===== config.mk =====
export PLATFORM = sky130hd
export DESIGN_NAME = ivt_indexer
export DESIGN_NICKNAME = d
export VERILOG_FILES = /design/src/rtl/ivt_pkg.sv /design/src/rtl/ivt_addr_calc.sv /design/src/rtl/ivt_gate_check.sv /design/src/rtl/ivt_indexer.sv
export SDC_FILE = /design/constraint.sdc
export NUM_CORES = 1
export LEC_CHECK = 0
export BUFFER_PORTS_ARGS = -buffer_cell sky130_fd_sc_hd__buf_2
export CELL_PAD_IN_SITES_DETAIL_PLACEMENT = 1
export CELL_PAD_IN_SITES_GLOBAL_PLACEMENT = 2
export CORE_MARGIN = 1.5
export CORE_UTILIZATION = 33
export CTS_BUF_LIST = sky130_fd_sc_hd__clkbuf_4 sky130_fd_sc_hd__clkbuf_8 sky130_fd_sc_hd__clkbuf_16
export DETAILED_ROUTE_END_ITERATION = 12
export GPL_TIMING_DRIVEN = 0
export HOLD_SLACK_MARGIN = 0.02
export PLACE_DENSITY = 0.83
export SYNTH_ARGS = -nofsm -noshare
export SYNTH_HDL_FRONTEND = slang
export SYNTH_HIERARCHICAL = 1
export SYNTH_SLANG_ARGS = --single-unit

===== constraint.sdc =====
create_clock -name clk -period 1.86 [get_ports clk]
set_input_delay 0.558 -clock clk [delete_from_list [all_inputs] [get_ports clk]]
set_output_delay 0.558 -clock clk [all_outputs]
set_load 0.01 [all_outputs]

===== src/rtl/ivt_pkg.sv =====
package ivt_pkg;

    typedef enum logic [2:0] {
        GK_NONE   = 3'd0,
        GK_TASK   = 3'd1,
        GK_INT16  = 3'd2,
        GK_TRAP16 = 3'd3,
        GK_INT    = 3'd4,
        GK_TRAP   = 3'd5
    } gate_kind_e;

    typedef enum logic {
        ST_IDLE = 1'b0,
        ST_WAIT = 1'b1
    } ivt_state_e;

endpackage


===== src/rtl/ivt_addr_calc.sv =====
module ivt_addr_calc #(
    parameter int VEC_W    = 8,
    parameter int ADDR_W   = 64,
    parameter int LEGACY_W = 32,
    parameter int LIM_W    = 16
) (
    input  logic [VEC_W-1:0]  vec,
    input  logic              long_mode,
    input  logic [ADDR_W-1:0] base,
    input  logic [LIM_W-1:0]  limit,
    output logic [ADDR_W-1:0] addr,
    output logic              over_limit
);
    localparam int SHORT_SH = 3;
    localparam int LONG_SH  = 4;
    localparam int OFF_W    = VEC_W + LONG_SH;
    localparam int CMP_W    = (OFF_W + 1 > LIM_W) ? OFF_W + 1 : LIM_W;

    logic [OFF_W-1:0]  offset;
    logic [CMP_W-1:0]  last_byte;
    logic [ADDR_W-1:0] base_eff;
    logic [ADDR_W-1:0] sum_full;

    always_comb begin
        offset    = long_mode ? (OFF_W'(vec) << LONG_SH) : (OFF_W'(vec) << SHORT_SH);
        last_byte = CMP_W'(offset) + (long_mode ? CMP_W'((1 << LONG_SH) - 1)
                                                : CMP_W'((1 << SHORT_SH) - 1));
        over_limit = last_byte > CMP_W'(limit);
        sum_full   = base_eff + ADDR_W'(offset);
    end

    for (genvar i = 0; i < ADDR_W; i++) begin : g_bit
        if (i < LEGACY_W) begin : g_low
            assign base_eff[i] = base[i];
            assign addr[i]     = sum_full[i];
        end else begin : g_high
            assign base_eff[i] = base[i] & long_mode;
            assign addr[i]     = sum_full[i] & long_mode;
        end
    end
endmodule


===== src/rtl/ivt_gate_check.sv =====
module ivt_gate_check
    import ivt_pkg::*;
#(
    parameter int TYPE_W = 4
) (
    input  logic [TYPE_W-1:0] gtype,
    output gate_kind_e        kind,
    output logic              bad
);
    always_comb begin
        case (gtype)
            TYPE_W'(4'h5): kind = GK_TASK;
            TYPE_W'(4'h6): kind = GK_INT16;
            TYPE_W'(4'h7): kind = GK_TRAP16;
            TYPE_W'(4'hE): kind = GK_INT;
            TYPE_W'(4'hF): kind = GK_TRAP;
            default:       kind = GK_NONE;
        endcase
        bad = (kind == GK_NONE);
    end
endmodule


===== src/rtl/ivt_indexer.sv =====
module ivt_indexer
    import ivt_pkg::*;
#(
    parameter int VEC_W    = 8,
    parameter int ADDR_W   = 64,
    parameter int LEGACY_W = 32,
    parameter int LIM_W    = 16,
    parameter int TYPE_W   = 4,
    parameter int ERR_W    = 16
) (
    input  logic              clk,
    input  logic              rst_n,
    input  logic              vec_valid,
    input  logic [VEC_W-1:0]  vec,
    input  logic              long_mode,
    input  logic [ADDR_W-1:0] tbl_base,
    input  logic [LIM_W-1:0]  tbl_limit,
    input  logic              desc_valid,
    input  logic [TYPE_W-1:0] desc_type,
    output logic [ADDR_W-1:0] entry_addr,
    output logic              fetch_req,
    output logic              busy,
    output logic              done,
    output logic              gp_fault,
    output logic [2:0]        gate_kind,
    output logic [ERR_W-1:0]  err_code
);
    localparam logic [2:0] TBL_FLAG = 3'b010;

    typedef struct packed {
        ivt_state_e        state;
        logic              long_m;
        logic [VEC_W-1:0]  vec;
        logic [ADDR_W-1:0] addr;
        logic              fetch;
        logic              done;
        logic              gp;
        gate_kind_e        kind;
        logic [ERR_W-1:0]  err;
    } regs_t;

    regs_t r_d, r_q;

    logic [ADDR_W-1:0] calc_addr;
    logic              calc_over;
    gate_kind_e        chk_kind;
    logic              chk_bad;

    ivt_addr_calc #(
        .VEC_W(VEC_W), .ADDR_W(ADDR_W), .LEGACY_W(LEGACY_W), .LIM_W(LIM_W)
    ) u_addr (
        .vec(vec), .long_mode(long_mode), .base(tbl_base), .limit(tbl_limit),
        .addr(calc_addr), .over_limit(calc_over)
    );

    ivt_gate_check #(.TYPE_W(TYPE_W)) u_gate (
        .gtype(desc_type), .kind(chk_kind), .bad(chk_bad)
    );

    always_comb begin
        r_d       = r_q;
        r_d.fetch = 1'b0;
        r_d.done  = 1'b0;
        r_d.gp    = 1'b0;
        r_d.kind  = GK_NONE;
        r_d.err   = '0;
        case (r_q.state)
            ST_IDLE: begin
                if (vec_valid) begin
                    r_d.vec    = vec;
                    r_d.long_m = long_mode;
                    r_d.addr   = calc_addr;
                    if (calc_over) begin
                        r_d.done = 1'b1;
                        r_d.gp   = 1'b1;
                        r_d.err  = ERR_W'({vec, TBL_FLAG});
                    end else begin
                        r_d.fetch = 1'b1;
                        r_d.state = ST_WAIT;
                    end
                end
            end
            default: begin
                if (desc_valid) begin
                    r_d.state = ST_IDLE;
                    r_d.done  = 1'b1;
                    r_d.kind  = chk_kind;
                    r_d.gp    = chk_bad;
                    r_d.err   = chk_bad ? ERR_W'({r_q.vec, TBL_FLAG}) : '0;
                end
            end
        endcase
    end

    always_ff @(posedge clk or negedge rst_n) begin
        if (!rst_n) begin
            r_q <= '{state: ST_IDLE, kind: GK_NONE, default: '0};
        end else begin
            r_q <= r_d;
        end
    end

    assign entry_addr = r_q.addr;
    assign fetch_req  = r_q.fetch;
    assign busy       = (r_q.state == ST_WAIT);
    assign done       = r_q.done;
    assign gp_fault   = r_q.gp;
    assign gate_kind  = r_q.kind;
    assign err_code   = r_q.err;

    AST_FETCH_SINGLE: assert property (@(posedge clk) disable iff (!rst_n)
        fetch_req |=> !fetch_req);
    AST_FETCH_NOT_DONE: assert property (@(posedge clk) disable iff (!rst_n)
        fetch_req |-> (busy && !done));
    AST_FAULT_NO_KIND: assert property (@(posedge clk) disable iff (!rst_n)
        (done && gp_fault) |-> (gate_kind == 3'd0));
    AST_CLEAN_NO_ERR: assert property (@(posedge clk) disable iff (!rst_n)
        !(done && gp_fault) |-> (err_code == '0));
    AST_DONE_FREES: assert property (@(posedge clk) disable iff (!rst_n)
        done |-> !busy);
    AST_WAIT_ADDR_HELD: assert property (@(posedge clk) disable iff (!rst_n)
        (busy && $past(busy)) |-> $stable(entry_addr));
    AST_LEGACY_HIGH_ZERO: assert property (@(posedge clk) disable iff (!rst_n)
        (fetch_req && !r_q.long_m) |-> (entry_addr[ADDR_W-1:LEGACY_W] == '0));
endmodule


==> flow_metrics.tcl <==
set metrics [dict create \
    status "finished with violations" \
    violations "setup timing" \
    seq_area_um2 2180 \
    via_count 5244 \
    ys.flop_type "dfrtp_1" \
    ctsLongestPathBuffers 2 \
    cts-root-buf "clkbuf_16" \
    setup.worst_path.class "in2reg" \
    tightest_slew_ps 867 \
    fin_total_pwr_w 0.00721 \
    row_count 50 \
    viasPerCell 4.79 \
    ir_drop_mv 0.412 \
    ys_types 60 \
    drive_gt1_frac 0.641 \
    syn_area_per_cell_um2 10.7 \
    area_delta_synth_final_pct 45.1 \
    dp_slack_ps -2270 \
    fmax_mhz 316 \
    synth.cell_area_um2 6370 \
    critPathMaxFanout 7 \
    topRoutingLayerUsed "met4" \
    antenna_found_initial 1 \
    finalSetupViolCount 71 \
    initial_core_util 0.338 \
    die_w_um 142 \
    io_pins 184 \
    multi_input_area_um2 4160 \
    grt_usage 0.202 \
    mostFrequentLayoutCells "173 x buf_2, 110 x buf_4, 87 x dfrtp_1" \
    reg2reg_slack_ps 350 \
    synth_area_leaders "dfrtp_1 34%, mux2_4 14%, buf_4 10%" \
    cts_tree "done" \
    fin_area_um2 9240 \
    synth-edff-count 0 \
    final_common_cell "buf_2" \
    numCtsBuffers 9 \
    worst-r2r-cell-count 4 \
    ant_nets 0 \
    routedWlPerCell_um 18.9 \
    drcViolationCount 0 \
    post-route-period-util 1.70 \
    finalHoldViolCount 0 \
    setup_ws_ps -1310 \
    post-dp-hpwl_mm 14.8 \
    clkTransAtPathRegs_ps 70 \
    crit_arrival_ps 3460 \
    wl_met3_um 717 \
    yosysSeqAreaShare 0.342 \
    holdWs_ps 155 \
    finalSetupTns_ps -71990 \
    grt_pass1_wl_mm 31.4 \
    grt_pass1_vias 5826 \
    cts_num_sinks 87 \
    netlist_instances 594 \
    wl_met2_mm 11.1 \
    drt-met1-wl_mm 8.57 \
    crit_path_end_kind "flop" \
    period_needed_ps 3170 \
    ys_ff_latch 87 \
    p_leak_nw 4.48 \
    synth_async_sr_flop_share 1.00 \
    dieArea_um2 20100 \
    postPlaceCellArea_um2 7820 \
    rsz0062_at_grt "yes" \
    synth_top_area_frac 0.342 \
    yosysTopAreaCell "dfrtp_1" \
    ys_warn_count 6 \
    place.gp.congestion 0.847 \
    power_density_nw_per_um2 780 \
    dr.pass1.iters 4 \
    cts-htree-levels 3 \
    drt-initial-drc-count 189 \
    slew_viol_final 0 \
    wirelength_mm 20.7 \
    grt_max_degree 57 \
    nets 946 \
    cp.required_ps 2150 \
    port_buffers 173 \
    fill_cells 2045 \
    die_h_um 142 \
    hp-class "in2async" \
    crit_path_start_kind "primary input" \
    maxCapViolCount 0 \
    coreArea_um2 18800 \
    clock_latency_ps 350 \
    finClkSkew_ps 8.06 \
    overflow 0 \
    relSlewSlack 0.417 \
]
==> critical path, cell delays in order <==
cell and delay [ps]:
buf_12 110, clkbuf_16 150, clkbuf_16 160, mux2_4 330, ha_4 260, a21o_1 140, nand4_1 170, a21oi_2 280
o211ai_1 240, clkbuf_8 240, or4b_4 540, a21oi_2 120, mux2_4 160
==> synth_stat cells, types with 3 or more instances <==
master and number:
a21o_1 6, a21oi_1 16, a22o_1 8, and2_1 10, and3_1 11, and3_2 7, and4_1 6, buf_12 6
buf_2 3, buf_4 86, clkbuf_1 7, dfrtp_1 87, ha_1 19, inv_1 16, mux2_2 22, mux2_4 60
mux2i_1 13, nand2_1 36, nand2b_1 9, nand3_1 22, nand4_1 14, nor2_1 22, nor2b_1 4, nor3_1 4
nor4_1 5, o211ai_1 3, o31ai_1 7, o41ai_1 3, or2_2 4, or4_1 3, xnor2_1 24, xor2_1 13
==> registers in the layout (all words and copies together), names as in the netlist <==
name and count:
entry_addr 64, err_code 9, r_q 8, gate_kind 3
busy 1, done 1, fetch_req 1
==> cell type report <==
cell class	count	share of cell area
multi-input combinational	394	0.450
sequential	87	0.236
timing repair buffer	218	0.143
buffer	102	0.0983
tap	260	0.0352
clock buffer	9	0.0244
inverter	17	0.00691
clock inverter	7	0.00596
antenna	1	0.000271
==> layer usage <==
layer  track usage  vias up
li1              -     2485
met1         0.243     2613
met2         0.374      128
met3        0.0277       18
met4        0.0591        0
met5             0        -
==> logic make-up after synthesis <==
group | after synthesis | share of synthesized area
and+or+nand+nor | 171 | 0.158
buffers and inverters | 120 | 0.139
muxes | 95 | 0.201
DFF | 87 | 0.342
AOI/OAI and AO/OA | 62 | 0.0682
xor gates and xnor gates | 37 | 0.0509
adders and majority gates | 20 | 0.0405
other | 2 | 0.00118
==> worst paths after layout <==
| check | start | endpoint |
|---|---|---|
| min | rst_n | entry_addr[58]$_DFFE_PN0P_ |
| min reg2reg | r_q[87]$_DFFE_PN0P_ | err_code[4]$_DFF_PN0_ |
| min in group clk | tbl_base[2] | entry_addr[2]$_DFFE_PN0P_ |
| max | long_mode | entry_addr[60]$_DFFE_PN0P_ |
| max in group asynchronous | rst_n | entry_addr[12]$_DFFE_PN0P_ |
| max reg2reg | busy$_DFF_PN0_ | entry_addr[20]$_DFFE_PN0P_ |
==> per-stage QoR <==
stage,cells,utilization
after floorplan,600,-
after global placement,1033,0.414
after detailed placement,1034,0.415
after CTS,1080,0.467
after global routing,1095,0.491
final,1095,0.491
==> power by group <==
group	switching (W)	total, W	internal (W)
sequential	0.000259	0.00256	0.00230
combinational	0.00116	0.00285	0.00169
clock	0.000873	0.00180	0.000927
==> repair_timing <==
action	4_1_cts	5_1_grt
gates resized for setup	88	68
pin swaps	29	36
hold buffers	0	0
buffers inserted	28	20
endpoints found under the hold margin	0	0
setup endpoints to repair	72	72
gates cloned	3	0
Note: power is estimated with default switching activity, not from simulation.
